==> src/rtl/tbsel_pkg.sv <==
`timescale 1ns/1ps
// Shared constants for the bit-select interval timers: widths, register
// field positions and the period-to-bit-index mapping.
// Assumes a 64-bit time base and 32-bit registers.
package tbsel_pkg;
    localparam int TB_W    = 64;
    localparam int REG_W   = 32;
    localparam int SEL_W   = $clog2(TB_W);
    localparam int BASE_W  = 2;
    localparam int EXT_W   = 4;
    localparam int NUM_EVT = 2;

    // event slots
    localparam int EVT_FIT = 0;
    localparam int EVT_WDT = 1;

    // register addresses
    typedef enum logic {
        ADDR_CTRL = 1'b0,
        ADDR_STAT = 1'b1
    } reg_addr_e;

    // control word bit positions
    localparam int C_WDT_BASE_LO = 30;
    localparam int C_WDT_RST_LO  = 28;
    localparam int C_WDT_IE      = 27;
    localparam int C_DEC_IE      = 26;
    localparam int C_FIT_BASE_LO = 24;
    localparam int C_FIT_IE      = 23;
    localparam int C_AUTO_RLD    = 22;
    localparam int C_WDT_EXT_LO  = 17;
    localparam int C_FIT_EXT_LO  = 13;

    // status word bit positions
    localparam int S_NEXT_WD     = 31;
    localparam int S_WDT_FLAG    = 30;
    localparam int S_WDT_RST_LO  = 28;
    localparam int S_DEC_FLAG    = 27;
    localparam int S_FIT_FLAG    = 26;
    localparam logic [REG_W-1:0] STAT_MASK = 32'hFC00_0000;

    // index of the watched bit: counted down from the top bit
    function automatic logic [SEL_W-1:0] bit_index(input logic [BASE_W-1:0] base,
                                                   input logic [EXT_W-1:0]  ext);
        return SEL_W'(TB_W - 1) - {ext, base};
    endfunction

    function automatic int evt_base_lo(input int slot);
        return (slot == EVT_FIT) ? C_FIT_BASE_LO : C_WDT_BASE_LO;
    endfunction

    function automatic int evt_ext_lo(input int slot);
        return (slot == EVT_FIT) ? C_FIT_EXT_LO : C_WDT_EXT_LO;
    endfunction
endpackage

==> src/rtl/tbsel_timebase.sv <==
`timescale 1ns/1ps
// Free-running time-base counter.
// Loads INIT under reset and then counts up by one per clock, wrapping at
// the top. Assumes reset is held for at least one clock edge.
module tbsel_timebase
    import tbsel_pkg::*;
#(
    parameter logic [TB_W-1:0] INIT = '0
) (
    input  logic            clk,
    input  logic            rst_n,
    output logic [TB_W-1:0] tb_q
);

    // count every cycle, reload on reset
    always_ff @(posedge clk) begin
        if (!rst_n) tb_q <= INIT;
        else        tb_q <= tb_q + TB_W'(1);
    end

    AST_TB_STEP: assert property (@(posedge clk) disable iff (!rst_n)
        rst_n |=> (tb_q - $past(tb_q)) == TB_W'(1));

endmodule

==> src/rtl/tbsel_edge.sv <==
`timescale 1ns/1ps
// Bit selector and rising-edge detector for one timer event.
// Picks the time-base bit named by {ext, base}, counted down from the top,
// and pulses evt for one cycle when that bit goes 0->1 under an unchanged
// selection. The cycle in which the selection changes only re-arms the
// history, so a selection change never fires by itself.
module tbsel_edge
    import tbsel_pkg::*;
(
    input  logic              clk,
    input  logic              rst_n,
    input  logic [TB_W-1:0]   tb,
    input  logic [BASE_W-1:0] base,
    input  logic [EXT_W-1:0]  ext,
    output logic              evt
);

    logic [SEL_W-1:0] idx;
    logic [SEL_W-1:0] idx_q;
    logic             cur;
    logic             prev_q;
    logic             armed_q;

    // decode selection and pick the watched bit
    always_comb begin
        idx = bit_index(base, ext);
        cur = tb[idx];
    end

    // remember last bit value and the selection it came from
    always_ff @(posedge clk) begin
        if (!rst_n) begin
            prev_q  <= 1'b0;
            idx_q   <= '0;
            armed_q <= 1'b0;
        end else begin
            prev_q  <= cur;
            idx_q   <= idx;
            armed_q <= 1'b1;
        end
    end

    // fire on a 0->1 change seen under the same selection
    assign evt = armed_q && (idx == idx_q) && cur && !prev_q;

    AST_RISE_ONLY: assert property (@(posedge clk) disable iff (!rst_n)
        evt |-> (cur && !$past(cur)));

    AST_SEL_CHANGE_QUIET: assert property (@(posedge clk) disable iff (!rst_n)
        (idx != $past(idx)) |-> !evt);

endmodule

==> src/rtl/tbsel_regs.sv <==
`timescale 1ns/1ps
// Control and status registers with the read multiplexer.
// Control is fully writable storage. Status holds sticky event flags with
// write-one-to-clear; an event set wins over a clear in the same cycle.
// Assumes a single-cycle write strobe and combinational reads.
module tbsel_regs
    import tbsel_pkg::*;
(
    input  logic               clk,
    input  logic               rst_n,
    input  logic               wr_en,
    input  logic               addr,
    input  logic [REG_W-1:0]   wdata,
    input  logic [NUM_EVT-1:0] evt,
    output logic [REG_W-1:0]   ctrl_q,
    output logic [REG_W-1:0]   stat_q,
    output logic [REG_W-1:0]   rdata
);

    logic             ctrl_we;
    logic             stat_we;
    logic [REG_W-1:0] clr;
    logic [REG_W-1:0] set;
    logic [REG_W-1:0] stat_d;

    // decode the write strobe per register
    always_comb begin
        ctrl_we = wr_en && (addr == ADDR_CTRL);
        stat_we = wr_en && (addr == ADDR_STAT);
    end

    // next status: clear written ones, then apply event sets
    always_comb begin
        clr = stat_we ? wdata : '0;
        set = '0;
        set[S_FIT_FLAG] = evt[EVT_FIT];
        set[S_WDT_FLAG] = evt[EVT_WDT];
        stat_d = ((stat_q & ~clr) | set) & STAT_MASK;
    end

    // control storage
    always_ff @(posedge clk) begin
        if (!rst_n)       ctrl_q <= '0;
        else if (ctrl_we) ctrl_q <= wdata;
    end

    // status flags
    always_ff @(posedge clk) begin
        if (!rst_n) stat_q <= '0;
        else        stat_q <= stat_d;
    end

    // read multiplexer
    assign rdata = (addr == ADDR_STAT) ? stat_q : ctrl_q;

    AST_CTRL_HOLD: assert property (@(posedge clk) disable iff (!rst_n)
        !(wr_en && addr == ADDR_CTRL) |=> $stable(ctrl_q));

    AST_W1C_CLEARS: assert property (@(posedge clk) disable iff (!rst_n)
        (wr_en && addr == ADDR_STAT && wdata[S_WDT_FLAG] && !evt[EVT_WDT])
        |=> !stat_q[S_WDT_FLAG]);

    AST_FLAG_STICKY: assert property (@(posedge clk) disable iff (!rst_n)
        (stat_q[S_FIT_FLAG] && !(wr_en && addr == ADDR_STAT && wdata[S_FIT_FLAG]))
        |=> stat_q[S_FIT_FLAG]);

endmodule

==> src/rtl/tbsel_timers.sv <==
`timescale 1ns/1ps
// Top level of the bit-select interval timers.
// Wires the time base, one edge detector per event (fixed-interval and
// watchdog, built by a generate loop from the package field table), the
// register file and the interrupt gating. Interrupts are combinational.
module tbsel_timers
    import tbsel_pkg::*;
#(
    parameter logic [63:0] TB_INIT = '0
) (
    input  logic        clk,
    input  logic        rst_n,
    input  logic        wr_en,
    input  logic        addr,
    input  logic [31:0] wdata,
    output logic [31:0] rdata,
    output logic [63:0] tb_value,
    output logic        fit_irq,
    output logic        wdt_irq
);

    logic [TB_W-1:0]    tb_q;
    logic [REG_W-1:0]   ctrl_q;
    logic [REG_W-1:0]   stat_q;
    logic [NUM_EVT-1:0] evt;

    tbsel_timebase #(.INIT(TB_INIT)) u_tb (
        .clk  (clk),
        .rst_n(rst_n),
        .tb_q (tb_q)
    );

    for (genvar g = 0; g < NUM_EVT; g++) begin : g_evt
        localparam int BLO = evt_base_lo(g);
        localparam int ELO = evt_ext_lo(g);
        tbsel_edge u_edge (
            .clk  (clk),
            .rst_n(rst_n),
            .tb   (tb_q),
            .base (ctrl_q[BLO +: BASE_W]),
            .ext  (ctrl_q[ELO +: EXT_W]),
            .evt  (evt[g])
        );
    end

    tbsel_regs u_regs (
        .clk   (clk),
        .rst_n (rst_n),
        .wr_en (wr_en),
        .addr  (addr),
        .wdata (wdata),
        .evt   (evt),
        .ctrl_q(ctrl_q),
        .stat_q(stat_q),
        .rdata (rdata)
    );

    // gate flags with their enables
    always_comb begin
        fit_irq = stat_q[S_FIT_FLAG] & ctrl_q[C_FIT_IE];
        wdt_irq = stat_q[S_WDT_FLAG] & ctrl_q[C_WDT_IE];
    end

    assign tb_value = tb_q;

    AST_EVT_SETS_FLAG: assert property (@(posedge clk) disable iff (!rst_n)
        evt[EVT_WDT] |=> stat_q[S_WDT_FLAG]);

endmodule

==> config.mk <==
export PLATFORM = sky130hd
export DESIGN_NAME = tbsel_timers
export DESIGN_NICKNAME = d
export VERILOG_FILES = /design/src/rtl/tbsel_pkg.sv /design/src/rtl/tbsel_timebase.sv /design/src/rtl/tbsel_edge.sv /design/src/rtl/tbsel_regs.sv /design/src/rtl/tbsel_timers.sv
export SDC_FILE = /design/constraint.sdc
export NUM_CORES = 1
export LEC_CHECK = 0
export BUFFER_PORTS_ARGS = -buffer_cell sky130_fd_sc_hd__buf_4
export CORE_ASPECT_RATIO = 1.2
export CORE_UTILIZATION = 29
export CTS_BUF_LIST = sky130_fd_sc_hd__clkbuf_8
export CTS_CLUSTER_SIZE = 24
export DETAILED_ROUTE_END_ITERATION = 16
export GPL_TIMING_DRIVEN = 0
export SYNTH_ARGS = -nofsm -noshare
export SYNTH_HDL_FRONTEND = slang
export SYNTH_SLANG_ARGS = --single-unit
==> constraint.sdc <==
create_clock -name clk -period 3.2 [get_ports clk]
set_input_delay 0.32 -clock clk [delete_from_list [all_inputs] [get_ports clk]]
set_output_delay 0.32 -clock clk [all_outputs]
set_load 0.1 [all_outputs]
# Word-level counts from Yosys, hierarchy flattened
# Cells that the tools add are included.
totals:
  reg_bits: 143
  latch_bits: 0
  ram_bits: 0
  romBits: 0
  output_inout_bits: 98
  elab_cells: 39
  memories: 0
classes:
  n_addsub: 3
  mul: 0
  n_div: 0
  n_lt_le_gt_ge: 2
  n_eq_ne: 2
  shifts: 0
  mux: 7
  n_bitwise: 6
  n_reduce_logical: 10
op_table:
  columns: ["cell", "count"]
  rows:
  - ["64-bit by 1-bit adder with 64-bit output, second input constant", 1]
  - ["32-bit two-way mux", 2]
  - ["32-bit AND", 1]
  - ["32-bit inverter", 1]
  - ["32-bit by 31-bit bitwise OR with 32-bit output", 1]
  - ["6-bit by 7-bit < comparator with 1-bit output, second input constant", 2]
  - ["1-bit binary-select mux with 6-bit select", 2]
  - ["6-bit equality test", 2]
  - ["6-bit subtractor, first input constant", 2]
  - ["1-bit logical AND", 8]
  - ["1-bit two-way mux", 3]
  - ["1-bit AND", 2]
  - ["1-bit zero test", 2]
  - ["1-bit inverter", 1]

# Depth between registers and ports, before layout
logic_depth:
  depth_word: 6
  depth_mapped: 9
  ltp_nobuf: 5

# Cells and area by module
# A second synthesis with hierarchy kept.
unflattened:
  hier_cells: 712
  area_unflattened_um2: 6527.5
by_module_without_submodules:
  columns: ["mod", "instances", "cells_per_inst", "area_per_inst_um2"]
  rows:
  - ["tbsel_timebase", 1, 341, 2894.0]
  - ["tbsel_regs", 1, 225, 1921.8]
  - ["tbsel_edge", 2, 72, 849.6]
  - ["tbsel_timers", 1, 2, 12.5]

# Worst setup path before layout
# OpenSTA, ideal clock, no wires.
synth_timing:
  path_type: "register to output"
  start: "register u_regs.ctrl_q[25]"
  end: "output port rdata[25]"
  arrival_time_ns: 2.399
  required_ns: 2.880
  path_slack_ns: 0.481
  path_stages_with_launch: 5
  path_cell_list: "dfxtp_1 -> buf_2 -> buf_2 -> buf_2 -> nor2b_1"
synth_between:
  elab_chain_len: 1
synth_lines:
  columns: ["item", "line_no", "text"]
  rows:
  - ["from (decl)", "tbsel_regs.sv:15", "output logic [REG_W-1:0] ctrl_q,"]
  - ["from (signal assigned)", "tbsel_regs.sv:44", "else if (ctrl_we) ctrl_q <= wdata;"]
  - ["32-bit two-way mux", "tbsel_regs.sv:54", "assign rdata = (addr == ADDR_STAT) ? stat_q : ctrl_q;"]
  - ["to (decl)", "tbsel_timers.sv:16", "output logic [31:0] rdata,"]
# Every way passes these cells.

# Worst setup path in the final report
layout_timing:
  start: "register u_regs.ctrl_q[31]"
  end: "register u_regs.stat_q[30]"
layout_between:
  elab_chain_len: 6
  word_cells_on_any_way: 8
  cone_classes: "add/sub (1); eq/ne (1); mux (2); bitwise (1); reduce/logical (3)"
layout_lines:
  columns: ["item", "line_no", "text"]
  rows:
  - ["6-bit subtractor (*)", "tbsel_pkg.sv:45", "return SEL_W'(TB_W - 1) - {ext, base};"]
  - ["1-bit binary-select mux with 6-bit select or 6-bit equality test (tied branches)", "tbsel_edge.sv:27, tbsel_edge.sv:44", null]
  - ["1-bit two-way mux (not written as such) or 1-bit logical AND (tied branches)", "tbsel_edge.sv:27, tbsel_edge.sv:44", null]
  - ["1-bit logical AND (*) (2 in a row)", "tbsel_edge.sv:44", "assign evt = armed_q && (idx == idx_q) && cur && !prev_q;"]
  - ["32-bit by 31-bit bitwise OR with 32-bit output (*)", "tbsel_regs.sv:38", "stat_d = ((stat_q & ~clr) | set) & STAT_MASK;"]
  - ["to (signal assigned)", "tbsel_regs.sv:50", "else stat_q <= stat_d;"]
  - ["to (decl)", "tbsel_regs.sv:16", "output logic [REG_W-1:0] stat_q,"]
# Every way passes the cells marked *; elsewhere a longest branch is shown, timed or not. The select of a mux whose other input is x is not followed.
# A chain may end at the register's enable or synchronous reset.

==> run metrics <==
area grow syn2layout 26.74%; clk root buf clkbuf_8; Post-synth EDFFs 0; RePlAce Congestion slightly above 0.8; number of remaining DRC errors 0; Syn Area/Cell 8.791 µm²; drt wl/cell between 15 and 20 µm; vias per std cell between 5 and 6; status complete, no violations; gr busiest metal met2; unrepaired setup endpoints after global routing false; 1st-iter DRT viols between 300 and 400; largest family of logic cells by synthesized area simple AND/OR/NAND/NOR gates; Vias between 6000 and 7000; initial antenna violation count 0; IO Count between 100 and 150; IO buf count 132; die area roughly 0.022 mm²; yosys warns 0; crit path launch type flip-flop; ys async rst share 0; met3 usage 0.04228; Die H roughly 160 µm; Finish-stage setup viols 0; core area between 0.02 and 0.025 mm²; CTS clock-pin slew for the worst setup and hold paths around 70 ps; Worst Hold Class in -> reg; Final min period about 2600 ps; clk_lat worst skew roughly 460 ps; vias in the first global route roughly 5800; Post-Synth Simple-Gate Area 0.2528; First-pass DRT Iterations 5; FMAX between 0.3 and 0.4 GHz; count of cell types in the netlist 42; Critical Path Fanout Max 10; CTS resizes 0; final core occ 0.3781; final setup skew 14.56 ps; P_leak roughly 3.0 nW; met1 Track Usage GR 0.2285; largest net degree at the start of global routing 17; Setup crit end kind flip-flop; Total GRT Usage 0.1909; crit path DAT roughly 3000 ps; most instantiated library cell after synthesis dfxtp_1; max_cap viols 0; hpwl dp about 15 mm; pwr dens approximately 390 mW/mm²; Syn Nets 756; num rows 58; Commonest cells post-synth dfxtp_1, nand2_1, a21oi_1, nor2_1, mux2i_1; DRT antenna net count 0; VDD IR-drop max approximately 0.24 mV; Num CTS Buffers 17; first-pass GRT wire length between 30 and 40 mm; compound-cell area share of the yosys netlist 0.1134; final hold violations 0; met2 GRT Util 0.3288; share of cells above drive strength 1 0.2458; diodes inserted 0; post-route setup TNS 0 ps; final non-filler cell total 1153; critical setup path kind reg -> reg; total chip power roughly 3.1 mW; grt ovf 0; final WL about 21 mm; H-tree depth 4; top post-synthesis cells by area dfxtp_1, mux4_2, nand2_1; Nets between 900 and 1000; Most used DFF post-synth dfxtp_1; post-synthesis mux area share 0.1667; Seq/Total Area, Yosys 0.3705; final worst-path cycle share 0.8180; Initial Util 0.2983; Slew @ Worst Pin approximately 800 ps; post-synthesis cell count around 720; slew margin rel. 0.4584; post-synth top area share 0.3705; adder-cell share of the synthesized area 0.001979; Placed Instances between 1000 and 1500; post-synthesis register bit count between 100 and 150; CTS tree yes; XOR/XNOR Fraction of Synth Area 0.04572; clk sinks 117; Slew Viols, Final 0; Cell Area, Synth between 0.006 and 0.007 mm²; Die Width around 140 µm; Worst EP required around 3600 ps; most area-hungry cell type in the Yosys netlist dfxtp_1; clock buffer depth 2
-- worst max-delay path, stage by stage, from the launching register on --
cell	delay, ps
dfxtp_1	310
clkbuf_1	430
buf_2	440
mux4_2	550
mux2i_1	230
nand2_1	80
a32o_1	250
a32o_1	210
-- metrics by stage --
stage	hold WS (ps)	instance area (µm²)	setup slack, ps
global placement	414.4	7650	609.7
floorplan	347.7	6321	480.8
CTS	14.48	8011	583.3
global route	13.36	8011	355.9
detailed placement	421.7	7650	617.3
finish	37.15	8011	582.4
-- logic make-up after synthesis --
logic type	after synthesis
compound gates	111
flops	117
mux	73
fa+ha+maj	1
buf+inv	69
xor+xnor	33
simple gates	315
-- where the power goes --
part	total, mW	internal [mW]	switching (mW)
Combinational	0.374	0.120	0.254
Clock	1.24	0.600	0.640
Sequential	1.51	1.49	0.0230
-- routing by layer --
metal  wire (µm)  share of wire  vias to the layer above
li1            -              -                     2904
met1        8656           0.42                     2958
met2       10480           0.50                      222
met3        1221          0.059                       35
met4         418          0.020                        0
met5           0              0                        -
-- what timing repair did --
item | 4_1_cts | 5_1_grt
setup buffers | 0 | 0
hold buffers | 1 | 0
endpoints found under the hold margin | 1 | 0
-- area by class of cell --
cell class              instances  area, µm²
fillers                      2223      13180
multi-input cells             533       3670
flip-flops and latches        117       2342
repair buffers                133       1001
well taps                     270      337.8
plain buffers                  60      275.3
clock buffers                  17      234.0
clock inverters                14      117.6
inverters                       9      33.78
-- cell usage in the layout, fill, tap and decap left out, types with 4 or more instances in the layout --
master,count
clkbuf_8,17
and2_1,5
nor2b_1,31
buf_2,13
nor2_1,41
xor2_1,24
o21ai_0,6
and4_1,6
a22oi_1,5
nand4_1,14
a21oi_1,56
or4_1,13
nand3_1,32
o41ai_1,11
o31ai_1,13
mux4_2,25
buf_4,135
o311ai_0,11
inv_1,11
mux2_2,8
nand2_1,109
nand2b_1,24
mux2i_1,40
dfxtp_1,117
and3_1,10
nor4_1,16
clkinv_4,4
clkbuf_1,38
xnor2_1,9
or3_1,5
clkinvlp_4,4
-- registers in the layout, summed over array words and instances, names as in the netlist --
| signal | flops |
|---|---|
| g_evt.u_edge.prev_q | 2 |
| u_tb.tb_q | 64 |
| g_evt.u_edge.armed_q | 1 |
| u_regs.stat_q | 6 |
| g_evt.u_edge.idx_q | 12 |
| u_regs.ctrl_q | 32 |
-- path summary, 6_finish.rpt --
kind | cells past startpoint | end | slack, ps | start
max | 7 | u_regs.stat_q[30] | 580 | u_regs.ctrl_q[31]
min | 2 | u_regs.stat_q[29] | 40 | wdata[29]
max reg2reg | 7 | u_regs.stat_q[30] | 580 | u_regs.ctrl_q[31]
min reg2reg | 2 | u_regs.stat_q[29] | 430 | u_regs.stat_q[29]
Power figures use the tool's default switching activity.
